### config.mk
export PLATFORM = sky130hd
export DESIGN_NAME = spi_xfer_ctrl
export DESIGN_NICKNAME = d
export VERILOG_FILES = /design/src/rtl/spi_xfer_pkg.sv /design/src/rtl/spi_byte_fifo.sv /design/src/rtl/spi_shift_engine.sv /design/src/rtl/spi_xfer_ctrl.sv
export SDC_FILE = /design/constraint.sdc
export NUM_CORES = 1
export LEC_CHECK = 0
export BUFFER_PORTS_ARGS = -buffer_cell sky130_fd_sc_hd__buf_2
export CAP_MARGIN = 0
export CORE_ASPECT_RATIO = 1.1
export CORE_UTILIZATION = 60
export DETAILED_ROUTE_END_ITERATION = 10
export PLACE_DENSITY_LB_ADDON = 0.15
export SYNTH_ARGS = -nofsm -noshare
export SYNTH_HDL_FRONTEND = slang
export SYNTH_SLANG_ARGS = --single-unit
### constraint.sdc
create_clock -name clk -period 9.4 [get_ports clk]
set_input_delay 0.47 -clock clk [delete_from_list [all_inputs] [get_ports clk]]
set_output_delay 0.47 -clock clk [all_outputs]
set_load 0.01 [all_outputs]
### src/rtl/spi_xfer_pkg.sv
package spi_xfer_pkg;

    localparam int ADDR_W = 10;

    localparam logic [ADDR_W-1:0] A_VER   = 10'h000;
    localparam logic [ADDR_W-1:0] A_GCTL  = 10'h004;
    localparam logic [ADDR_W-1:0] A_XCTL  = 10'h008;
    localparam logic [ADDR_W-1:0] A_IEN   = 10'h010;
    localparam logic [ADDR_W-1:0] A_ISTA  = 10'h014;
    localparam logic [ADDR_W-1:0] A_FCTL  = 10'h018;
    localparam logic [ADDR_W-1:0] A_FSTA  = 10'h01C;
    localparam logic [ADDR_W-1:0] A_BURST = 10'h030;
    localparam logic [ADDR_W-1:0] A_TXD   = 10'h200;
    localparam logic [ADDR_W-1:0] A_RXD   = 10'h300;

    localparam int XC_GO    = 31;
    localparam int XC_CSLVL = 7;
    localparam int XC_CSSW  = 6;
    localparam int XC_CPOL  = 1;
    localparam int XC_CPHA  = 0;
    localparam int IS_DONE  = 12;
    localparam int IS_RXE   = 1;
    localparam int FC_TXCLR = 31;
    localparam int FC_RXCLR = 15;
    localparam int FS_TXPOS = 16;

    typedef struct packed {
        logic en;
        logic master;
        logic cpha;
        logic cpol;
        logic cs_sw;
        logic cs_lvl;
        logic done_flag;
        logic done_ie;
    } ctl_t;

    typedef struct packed {
        logic       run;
        logic [3:0] edge_cnt;
        logic       sclk_act;
        logic       mosi;
        logic [7:0] tx_sr;
        logic [7:0] rx_sr;
    } eng_t;

endpackage

### src/rtl/spi_byte_fifo.sv
module spi_byte_fifo #(
    parameter int DEPTH = 64,
    parameter int W     = 8,
    localparam int AW   = $clog2(DEPTH),
    localparam int CW   = $clog2(DEPTH + 1)
) (
    input  logic          clk,
    input  logic          rst_n,
    input  logic          flush,
    input  logic          push,
    input  logic [W-1:0]  wdata,
    input  logic          pop,
    output logic [W-1:0]  rdata,
    output logic          empty,
    output logic          full,
    output logic [CW-1:0] count
);

    logic [W-1:0]  mem [DEPTH];
    logic [AW-1:0] wp_d, wp_q, rp_d, rp_q;
    logic [CW-1:0] cnt_d, cnt_q;
    logic          do_push, do_pop;

    assign empty = (cnt_q == '0);
    assign full  = (cnt_q == CW'(DEPTH));
    assign count = cnt_q;
    assign rdata = empty ? '0 : mem[rp_q];

    assign do_push = push && !full && !flush;
    assign do_pop  = pop && !empty && !flush;

    always_comb begin
        wp_d  = wp_q;
        rp_d  = rp_q;
        cnt_d = cnt_q;
        if (flush) begin
            wp_d  = '0;
            rp_d  = '0;
            cnt_d = '0;
        end else begin
            if (do_push) wp_d = (wp_q == AW'(DEPTH - 1)) ? '0 : wp_q + 1'b1;
            if (do_pop)  rp_d = (rp_q == AW'(DEPTH - 1)) ? '0 : rp_q + 1'b1;
            cnt_d = cnt_q + CW'(do_push) - CW'(do_pop);
        end
    end

    always_ff @(posedge clk or negedge rst_n) begin
        if (!rst_n) begin
            wp_q  <= '0;
            rp_q  <= '0;
            cnt_q <= '0;
        end else begin
            wp_q  <= wp_d;
            rp_q  <= rp_d;
            cnt_q <= cnt_d;
        end
    end

    always_ff @(posedge clk) begin
        if (do_push) mem[wp_q] <= wdata;
    end

endmodule

### src/rtl/spi_shift_engine.sv
module spi_shift_engine
    import spi_xfer_pkg::*;
#(
    parameter int CNT_W = 7
) (
    input  logic             clk,
    input  logic             rst_n,
    input  logic             sclk_en,
    input  logic             cpol,
    input  logic             cpha,
    input  logic             start,
    input  logic [CNT_W-1:0] burst,
    input  logic             tx_empty,
    input  logic [7:0]       tx_data,
    output logic             tx_pop,
    input  logic             miso,
    output logic             rx_push,
    output logic [7:0]       rx_data,
    output logic             busy,
    output logic             done,
    output logic             sclk,
    output logic             mosi
);

    eng_t             q, d;
    logic [CNT_W-1:0] rem_d, rem_q;
    logic             ld, lead, smp;
    logic [7:0]       nb;

    always_comb begin
        d       = q;
        rem_d   = rem_q;
        tx_pop  = 1'b0;
        rx_push = 1'b0;
        rx_data = '0;
        done    = 1'b0;
        ld      = 1'b0;
        lead    = !q.edge_cnt[0];
        smp     = lead ^ cpha;
        nb      = tx_empty ? 8'h00 : tx_data;

        if (!q.run) begin
            if (start) begin
                if (burst == '0) begin
                    done = 1'b1;
                end else begin
                    d.run      = 1'b1;
                    d.edge_cnt = '0;
                    d.sclk_act = 1'b0;
                    rem_d      = burst;
                    ld         = 1'b1;
                end
            end
        end else if (sclk_en) begin
            d.sclk_act = !q.sclk_act;
            d.edge_cnt = q.edge_cnt + 1'b1;
            if (smp) d.rx_sr = {q.rx_sr[6:0], miso};
            if (!smp && q.edge_cnt != 4'd15) begin
                d.mosi  = q.tx_sr[7];
                d.tx_sr = {q.tx_sr[6:0], 1'b0};
            end
            if (q.edge_cnt == 4'd15) begin
                rx_push = 1'b1;
                rx_data = cpha ? {q.rx_sr[6:0], miso} : q.rx_sr;
                rem_d   = rem_q - 1'b1;
                if (rem_q == CNT_W'(1)) begin
                    d.run = 1'b0;
                    done  = 1'b1;
                end else begin
                    ld = 1'b1;
                end
            end
        end

        if (ld) begin
            tx_pop = !tx_empty;
            if (!cpha) begin
                d.mosi  = nb[7];
                d.tx_sr = {nb[6:0], 1'b0};
            end else begin
                d.tx_sr = nb;
            end
        end
    end

    always_ff @(posedge clk or negedge rst_n) begin
        if (!rst_n) begin
            q     <= '0;
            rem_q <= '0;
        end else begin
            q     <= d;
            rem_q <= rem_d;
        end
    end

    assign busy = q.run;
    assign sclk = q.sclk_act ^ cpol;
    assign mosi = q.mosi;

endmodule

### src/rtl/spi_xfer_ctrl.sv
module spi_xfer_ctrl
    import spi_xfer_pkg::*;
#(
    parameter int          FIFO_DEPTH = 64,
    parameter logic [15:0] VER_MAJOR  = 16'd1,
    parameter logic [15:0] VER_MINOR  = 16'd3,
    localparam int         CNT_W      = $clog2(FIFO_DEPTH + 1)
) (
    input  logic              clk,
    input  logic              rst_n,
    input  logic              bus_wr,
    input  logic              bus_rd,
    input  logic [ADDR_W-1:0] bus_addr,
    input  logic [31:0]       bus_wdata,
    output logic [31:0]       bus_rdata,
    input  logic              sclk_en,
    output logic              spi_sclk,
    output logic              spi_mosi,
    input  logic              spi_miso,
    output logic              spi_cs_n,
    output logic              irq
);

    ctl_t             ctl_d, ctl_q;
    logic [CNT_W-1:0] burst_d, burst_q;

    logic             tx_flush, rx_flush, tx_push, rx_pop;
    logic             tx_pop, tx_empty, tx_full, rx_push, rx_empty, rx_full;
    logic [7:0]       tx_head, rx_head, rx_byte;
    logic [CNT_W-1:0] tx_cnt, rx_cnt;
    logic             eng_busy, eng_done, go;

    // bus decode strobes
    assign tx_flush = bus_wr && bus_addr == A_FCTL && bus_wdata[FC_TXCLR];
    assign rx_flush = bus_wr && bus_addr == A_FCTL && bus_wdata[FC_RXCLR];
    assign tx_push  = bus_wr && bus_addr == A_TXD;
    assign rx_pop   = bus_rd && bus_addr == A_RXD;
    assign go       = bus_wr && bus_addr == A_XCTL && bus_wdata[XC_GO]
                      && ctl_q.en && ctl_q.master && !eng_busy;

    always_comb begin
        ctl_d   = ctl_q;
        burst_d = burst_q;
        if (bus_wr) begin
            unique case (bus_addr)
                A_GCTL: begin
                    ctl_d.en     = bus_wdata[0];
                    ctl_d.master = bus_wdata[1];
                end
                A_XCTL: begin
                    ctl_d.cpha   = bus_wdata[XC_CPHA];
                    ctl_d.cpol   = bus_wdata[XC_CPOL];
                    ctl_d.cs_sw  = bus_wdata[XC_CSSW];
                    ctl_d.cs_lvl = bus_wdata[XC_CSLVL];
                end
                A_IEN:   ctl_d.done_ie = bus_wdata[IS_DONE];
                A_ISTA:  if (bus_wdata[IS_DONE]) ctl_d.done_flag = 1'b0;
                A_BURST: burst_d = (bus_wdata > 32'(FIFO_DEPTH)) ? CNT_W'(FIFO_DEPTH)
                                                                 : bus_wdata[CNT_W-1:0];
                default: ;
            endcase
        end
        if (eng_done) ctl_d.done_flag = 1'b1;
    end

    always_ff @(posedge clk or negedge rst_n) begin
        if (!rst_n) begin
            ctl_q        <= '0;
            ctl_q.cs_lvl <= 1'b1;
            burst_q      <= '0;
        end else begin
            ctl_q   <= ctl_d;
            burst_q <= burst_d;
        end
    end

    always_comb begin
        bus_rdata = '0;
        unique case (bus_addr)
            A_VER:  bus_rdata = {VER_MAJOR, VER_MINOR};
            A_GCTL: bus_rdata[1:0] = {ctl_q.master, ctl_q.en};
            A_XCTL: begin
                bus_rdata[XC_GO]    = eng_busy;
                bus_rdata[XC_CSLVL] = ctl_q.cs_lvl;
                bus_rdata[XC_CSSW]  = ctl_q.cs_sw;
                bus_rdata[XC_CPOL]  = ctl_q.cpol;
                bus_rdata[XC_CPHA]  = ctl_q.cpha;
            end
            A_IEN:  bus_rdata[IS_DONE] = ctl_q.done_ie;
            A_ISTA: begin
                bus_rdata[IS_DONE] = ctl_q.done_flag;
                bus_rdata[IS_RXE]  = rx_empty;
            end
            A_FSTA: begin
                bus_rdata[FS_TXPOS +: CNT_W] = tx_cnt;
                bus_rdata[CNT_W-1:0]         = rx_cnt;
            end
            A_BURST: bus_rdata[CNT_W-1:0] = burst_q;
            A_RXD:   bus_rdata[7:0] = rx_head;
            default: ;
        endcase
    end

    spi_byte_fifo #(.DEPTH(FIFO_DEPTH), .W(8)) u_txq (
        .clk(clk), .rst_n(rst_n), .flush(tx_flush),
        .push(tx_push), .wdata(bus_wdata[7:0]),
        .pop(tx_pop), .rdata(tx_head),
        .empty(tx_empty), .full(tx_full), .count(tx_cnt)
    );

    spi_byte_fifo #(.DEPTH(FIFO_DEPTH), .W(8)) u_rxq (
        .clk(clk), .rst_n(rst_n), .flush(rx_flush),
        .push(rx_push), .wdata(rx_byte),
        .pop(rx_pop), .rdata(rx_head),
        .empty(rx_empty), .full(rx_full), .count(rx_cnt)
    );

    spi_shift_engine #(.CNT_W(CNT_W)) u_eng (
        .clk(clk), .rst_n(rst_n), .sclk_en(sclk_en),
        .cpol(ctl_q.cpol), .cpha(ctl_q.cpha),
        .start(go), .burst(burst_q),
        .tx_empty(tx_empty), .tx_data(tx_head), .tx_pop(tx_pop),
        .miso(spi_miso), .rx_push(rx_push), .rx_data(rx_byte),
        .busy(eng_busy), .done(eng_done),
        .sclk(spi_sclk), .mosi(spi_mosi)
    );

    assign spi_cs_n = ctl_q.cs_sw ? ctl_q.cs_lvl : !eng_busy;
    assign irq      = ctl_q.done_flag && ctl_q.done_ie;

endmodule

==> reports/metrics.cfg, run 1 <==
[global_route]
grt_max_degree=96
grt_pass1_vias=23100
grt_usage_pct=26.8
grt_overflow_total=0
grt_pass1_wl_um=148000
antenna_found_initial=1

[clock_tree]
clockRootBuffer=clkbuf_16
post-cts-setup-buffers=0
clkTransAtPathRegs_ps=60
cts_resized=0
clock-sinks=1107
cts_max_level=3
cts_tree=built
cts_made_buffers=103
postCtsHoldBufs=1
clk-insertion-delay-late_ps=670
cts-root-to-sink-buffers=3

[timing]
rsz0062_at_grt=no
finClkSkew_ps=32.7
finalHoldViolations=0
fin_crit_sh_pct=54.1
fin_tns_setup_ps=0
fmax_mhz=197
worst_pin_slew_ps=1340
finalMaxSlewViolations=0
fin_crit_ps=5080
slew_headroom_pct=10.9
setup_ws_ps=4320
setup_viol=0

[drt]
dr.pass1.iters=5
drt_first_iter_violations=2538
viasPerCell=6.52
route.detailed.drc=0
vias=22600
postRouteAntennaNets=0
wl_per_cell_um=28.7
drt-total-wl_um=99500

[cells_and_area]
final_nets=2509
multi_input_area_um2=11200
n_antenna_cell=0
fillers=4680
synthToLayoutAreaGrowth_pct=10.6
drive_gt1_share_pct=23.2
seq_area_um2=32800
stdcell_area_um2=49600

[logic_synthesis]
ys_async_sr_fraction_pct=7.50
synth-seq-area-share_pct=73.3
ys.warnings.count=0
yosysUniqueCellTypes=78
synth-seq-cells=1107
avgSynthCellArea_um2=19.1
syn_inst=2340
synth_area_um2=44800
synth_edf_count=1024
synthFlopType=edfxtp_1

[worst_setup_path]
crit_slowest_cell=dfrtp_4
endpoint_kind=output port
path_class=register to output port
cp_slowest_stage_delay_ps=920
cp_max_fo=95
arrival_ps=4610
cp.required_ps=8930
cpMostUsedCell=mux4_2
cp_num_buf_inv=2
cp-start-kind=register
worstPathCellList=buf_12 -> mux4_2 -> mux4_2 -> mux2i_1 -> nor2_1 -> a221oi_1 -> o21ai_1 -> buf_2
crit_family=multiplexers

[power]
leakagePower_nw=14.2
power.density_nw_per_um2=203
ir_drop_mv=0.167

[floorplan]
io_pins=84
core_um2=73500
die-area_um2=75800
fp-row-count=104
initial_core_util_pct=60.9
dieHeight_um=289
die_x_um=263

[placed_design]
dpl_worst_slack_ps=4890
dpl_cell_area_um2=46000
port_buffers=68
gp_congestion=0.916
hpwlAfterDp_um=61300

[run_status]
outcome=complete, no violations

[worst_hold_path]
min_path_type=primary input to register

[run]
cap_violations=0

[worst register-to-register path: stages (launching register included)]
cell	delay (ps)
dfrtp_4	1000
buf_4	750
mux4_2	590
a22o_1	250
a221oi_1	600
o22ai_1	180
a211oi_1	370
a211o_1	190
a31oi_1	80
[synthesized netlist by cell type (all sizes together) (6+ instances only)]
cell,count,area (um^2)
a22o,11,96.3
nand4,8,50.1
nor2,209,785
a211oi,12,90.1
mux2,23,259
o21ai,46,230
o22ai,8,56.3
mux4,269,6070
a21oi,44,220
or3,6,37.5
edfxtp,1024,30700
dfrtp,82,2050
clkbuf,50,189
nor2b,13,81.3
a22oi,22,165
nor3,24,130
ha,25,313
and3,13,86.3
nor4,13,96.3
nand2,76,285
inv,36,135
buf,83,587
xnor2,9,78.8
xor2,11,96.3
a221oi,12,111
o221ai,17,149
and2,16,100
mux2i,62,621
nand3,30,150
nand3b,9,67.6
[power by group]
part	internal, mW	switching (mW)
Combinational	0.123	0.185
Clock	2.54	1.81
Sequential	5.37	0.0318
Total	8.03	2.03
[cell families (layout without fill, tap and decap cells)]
logic type      Yosys count  after routing  share of synthesized area [%]
flops                  1107           1107                           73.3
simple gates            441            441                           4.59
mux                     354            354                           15.5
compound gates          220            220                           3.40
buf+inv                 170            333                           2.04
fa+ha+maj                27             27                          0.788
xor+xnor                 20             20                          0.391
other cells               1             15                        0.00837
[layout by cell type, fill, tap and decap left out, drive strengths merged, types with 17 or more instances in the layout]
cell type / count
a21oi: 44
a22oi: 22
buf: 107
bufinv: 17
clkbuf: 122
clkinv: 43
dfrtp: 82
edfxtp: 1024
ha: 25
inv: 37
mux2: 23
mux2i: 62
mux4: 269
nand2: 76
nand3: 30
nor2: 209
nor3: 24
o21ai: 46
o221ai: 17
[state kept, by name (all words and copies together), names as in the netlist, 6 cells and up]
signal	flops
u_rxq.mem	512
u_txq.mem	512
u_eng.q	21
ctl_q	8
burst_q	7
u_eng.rem_q	7
u_rxq.count	7
u_txq.count	7
u_rxq.rp_q	6
u_rxq.wp_q	6
u_txq.rp_q	6
u_txq.wp_q	6
[final timing paths]
check / start / to / slack (ps) / depth (start not counted)
min in group asynchronous: rst_n / ctl_q[6] / 210 / 2
setup reg to reg: u_txq.rp_q[0] / u_eng.q[9] / 5230 / 8
max in group asynchronous: rst_n / u_rxq.rp_q[1] / 7890 / 3
setup / recovery: u_rxq.rp_q[0] / bus_rdata[3] / 4320 / 8
hold / removal: spi_miso / u_eng.q[0] / 50 / 2
hold reg to reg: u_eng.q[8] / u_eng.q[8] / 490 / 1
[area by class of cell]
type                            count  area share, %
Sequential cell                  1107           66.3
Multi-Input combinational cell   1077           22.5
Clock buffer                      122           5.49
Tap cell                          954           2.41
Clock inverter                     66           1.68
Timing Repair Buffer              108           1.33
Inverter                           37          0.280
[stage by stage]
step / utilization (%) / std cells / power [mW] / hold slack (ps)
final: 67.4 / 3471 / 10.1 / 54.7
after global routing: 67.4 / 3471 / 10.3 / 46.3
after CTS: 67.4 / 3471 / 10.1 / 28.0
after detailed placement: 62.6 / 3282 / 5.81 / 343
after global placement: 62.6 / 3282 / 5.79 / 339
after floorplan: - / 2354 / 5.70 / 174
[routing by layer]
metal,share of wire [%],track usage [%],vias up
met2,51,45.9,892
met3,5.9,3.59,202
met1,38,34.8,11900
li1,-,-,9679
met4,4.2,11.7,2
met5,0.013,0,-
Power figures use the tool's default switching activity.
==> inputs of run 2 (changes only) <==
- ABC_AREA: unset -> 1
- CORE_UTILIZATION: 60 -> 57
- clock period: 9.4 -> 4.3 ns (I/O delays scaled with it)
==> run 2 against run 1 <==
Net effect: setup slack got worse by 3800 ps; synthesized cell count rose by 79%; global-route usage rose by 1.5 points; largest cell class unchanged; clock skew fell by 8.0 ps; cell area rose by 5.7%; highest routed layer unchanged; cell count rose by 55%; die area rose by 11%; hold slack got worse by 1.2 ps; power rose to 2.8 times the previous value.
==> reports/metrics.cfg, run 2 <==
[drt]
top_layer=met5
wl_met1_um=48400
postRouteAntennaNets=0
drt_first_iter_violations=3407
wl_per_cell_um=22.1
route.met2.wl_um=57100
route.met3.wl_um=9780
route.detailed.drc=0
viasPerCell=5.86
dr.pass1.iters=6
drt-total-wl_um=119000
vias=31500

[worst_setup_path]
cp_num_buf_inv=5
crit_slowest_cell=dfrtp_4
cpMostUsedCell=nand2_1
cp.required_ps=4090
endpoint_kind=output port
cp-start-kind=register
arrival_ps=3590
cp_max_fo=49
worstPathCellList=clkinv_2 -> buf_4 -> buf_4 -> o21ai_0 -> o22ai_1 -> o211ai_1 -> nand2_1 -> nand2_1 -> nand2_1 -> inv_1 -> nand2_1 -> nand2_1 -> nand2_1 -> buf_2
cp_slowest_stage_delay_ps=720
r2r_setup_slack_ps=900
crit_family=buffers and inverters
path_class=register to output port

[global_route]
grt_usage_pct=28.3
grt_pass1_vias=29800
grt_max_degree=185
antenna_found_initial=1
grt_pass1_wl_um=180000
grt_overflow_total=0

[timing]
fin_crit_ps=3800
fin_crit_sh_pct=88.5
slew_headroom_pct=16.9
setup_viol=0
rsz0062_at_grt=no
holdWs_ps=53.6
finalMaxSlewViolations=0
worst_pin_slew_ps=1240
finalHoldViolations=0
finClkSkew_ps=24.7
fin_tns_setup_ps=0
fmax_mhz=263

[power]
power.density_nw_per_um2=529
leakagePower_nw=18.3
ir_drop_mv=0.428
report.power.total_mw=27.7

[clock_tree]
post-cts-setup-buffers=0
clk-insertion-delay-late_ps=690
clock-sinks=1107
cts-root-to-sink-buffers=3
postCtsHoldBufs=16
clockRootBuffer=clkbuf_16
cts_tree=built
cts_max_level=3
cts_resized=0
cts_made_buffers=109
clkTransAtPathRegs_ps=60

[floorplan]
fp-row-count=110
dieHeight_um=305
die_x_um=277
core_um2=82200
io_pins=84
die-area_um2=84400
initial_core_util_pct=57.7

[cells_and_area]
stdcell_area_um2=52400
top_regs=u_rxq.mem x512, u_txq.mem x512, u_eng.q x21
seq_area_um2=32800
drive_gt1_share_pct=8.83
fillers=6227
layout_common_cells=edfxtp_1, nand2_1, nor2_1, nand3_1, o21ai_0
n_antenna_cell=0
instances_no_fill=5381
multi_input_area_um2=12400
final_nets=4303
synthToLayoutAreaGrowth_pct=10.4
final_common_cell=edfxtp_1

[logic_synthesis]
synth_area_um2=47400
synth_edf_count=1024
syn_inst=4199
ys.warnings.count=0
synth.most_common_cell=edfxtp_1
synthFlopType=edfxtp_1
yosysTopAreaCell=edfxtp_1
synth-seq-cells=1107
ys_async_sr_fraction_pct=7.50
yosysUniqueCellTypes=58
yosys-top-cells-area=edfxtp_1, nand2_1, dfrtp_1, nand3_1, nor2_1
synth_commonest_cells=edfxtp_1, nand2_1, nor2_1
synth-seq-area-share_pct=69.2
avgSynthCellArea_um2=11.3
synth_top_area_share_pct=64.8

[placed_design]
gp_congestion=0.923
dpl_cell_area_um2=48500
port_buffers=68
hpwlAfterDp_um=72300
post-place-cells=5165

[run_status]
outcome=complete, no violations

[worst_hold_path]
min_path_type=primary input to register

[run]
cap_violations=0

-- run 2: changes by cell type after synthesis, sizes merged, moves of 229 or more --
| cell | change |
|---|---|
| nand2 | +840 |
| nand3 | +386 |
| nor2 | +335 |
| o21ai | +297 |
| mux4 | -269 |
| inv | +229 |
-- run 2: cell families after synthesis --
group,Yosys count,synth area share (%)
multiplexers,2,0.0475
AND/OR/NAND/NOR,1937,17.3
buffers and inverters,515,4.96
XOR/XNOR,12,0.222
flip-flops,1107,69.2
other,1,0.00791
adder cells (fa/ha/maj),27,0.744
AO/OA/AOI/OAI,598,7.49
-- run 2: per-stage QoR --
step / setup slack, ps / util, %
3_5_place_dp: 788 / 59.1
2_1_floorplan: 868 / -
6_report: 496 / 63.7
5_1_grt: 344 / 63.7
3_3_place_gp: 777 / 59.1
4_1_cts: 526 / 63.7
-- run 2: worst paths after layout --
kind | startpoint | endpoint | cells past startpoint
min | bus_addr[8] | u_txq.wp_q[2] | 4
max | u_rxq.rp_q[1] | bus_rdata[4] | 14
min in group asynchronous | rst_n | u_rxq.rp_q[4] | 2
max in group asynchronous | rst_n | u_txq.rp_q[1] | 3
max reg2reg | u_txq.count[2] | u_txq.count[6] | 21
min reg2reg | u_eng.q[8] | u_eng.q[8] | 2
-- run 2: cell type report --
cell class | count | share of cell area (%)
clock buffers | 139 | 5.58
well taps | 1064 | 2.54
inverters | 274 | 1.99
flip-flops and latches | 1107 | 62.7
clock inverters | 61 | 1.44
repair buffers | 145 | 2.15
multi-input cells | 2591 | 23.6
-- run 2: metal layers --
layer  vias up  track usage, %
li1      14700               -
met1     15300            39.1
met2      1371            45.8
met3       221            4.27
met4         2            10.3
met5         -               0
-- run 2: worst register-to-register path: stages (launching register included) --
cell,delay [ps]
dfrtp_1,380
inv_1,100
ha_1,150
nand2_1,50
nor2_1,150
nand3_2,320
nand2_2,260
nor2_4,60
ha_1,280
inv_1,70
ha_1,170
inv_1,70
fa_1,420
inv_1,70
a21oi_1,60
nor2_1,130
nor2_1,50
nor2_1,120
nor2_1,50
o21bai_1,150
o21ai_0,90
a21oi_1,110
-- run 2: power breakdown --
part / internal (mW) / switching [mW] / total (mW)
sequential: 11.9 / 0.309 / 12.2
combinational: 1.64 / 4.06 / 5.70
clock: 5.71 / 4.06 / 9.77
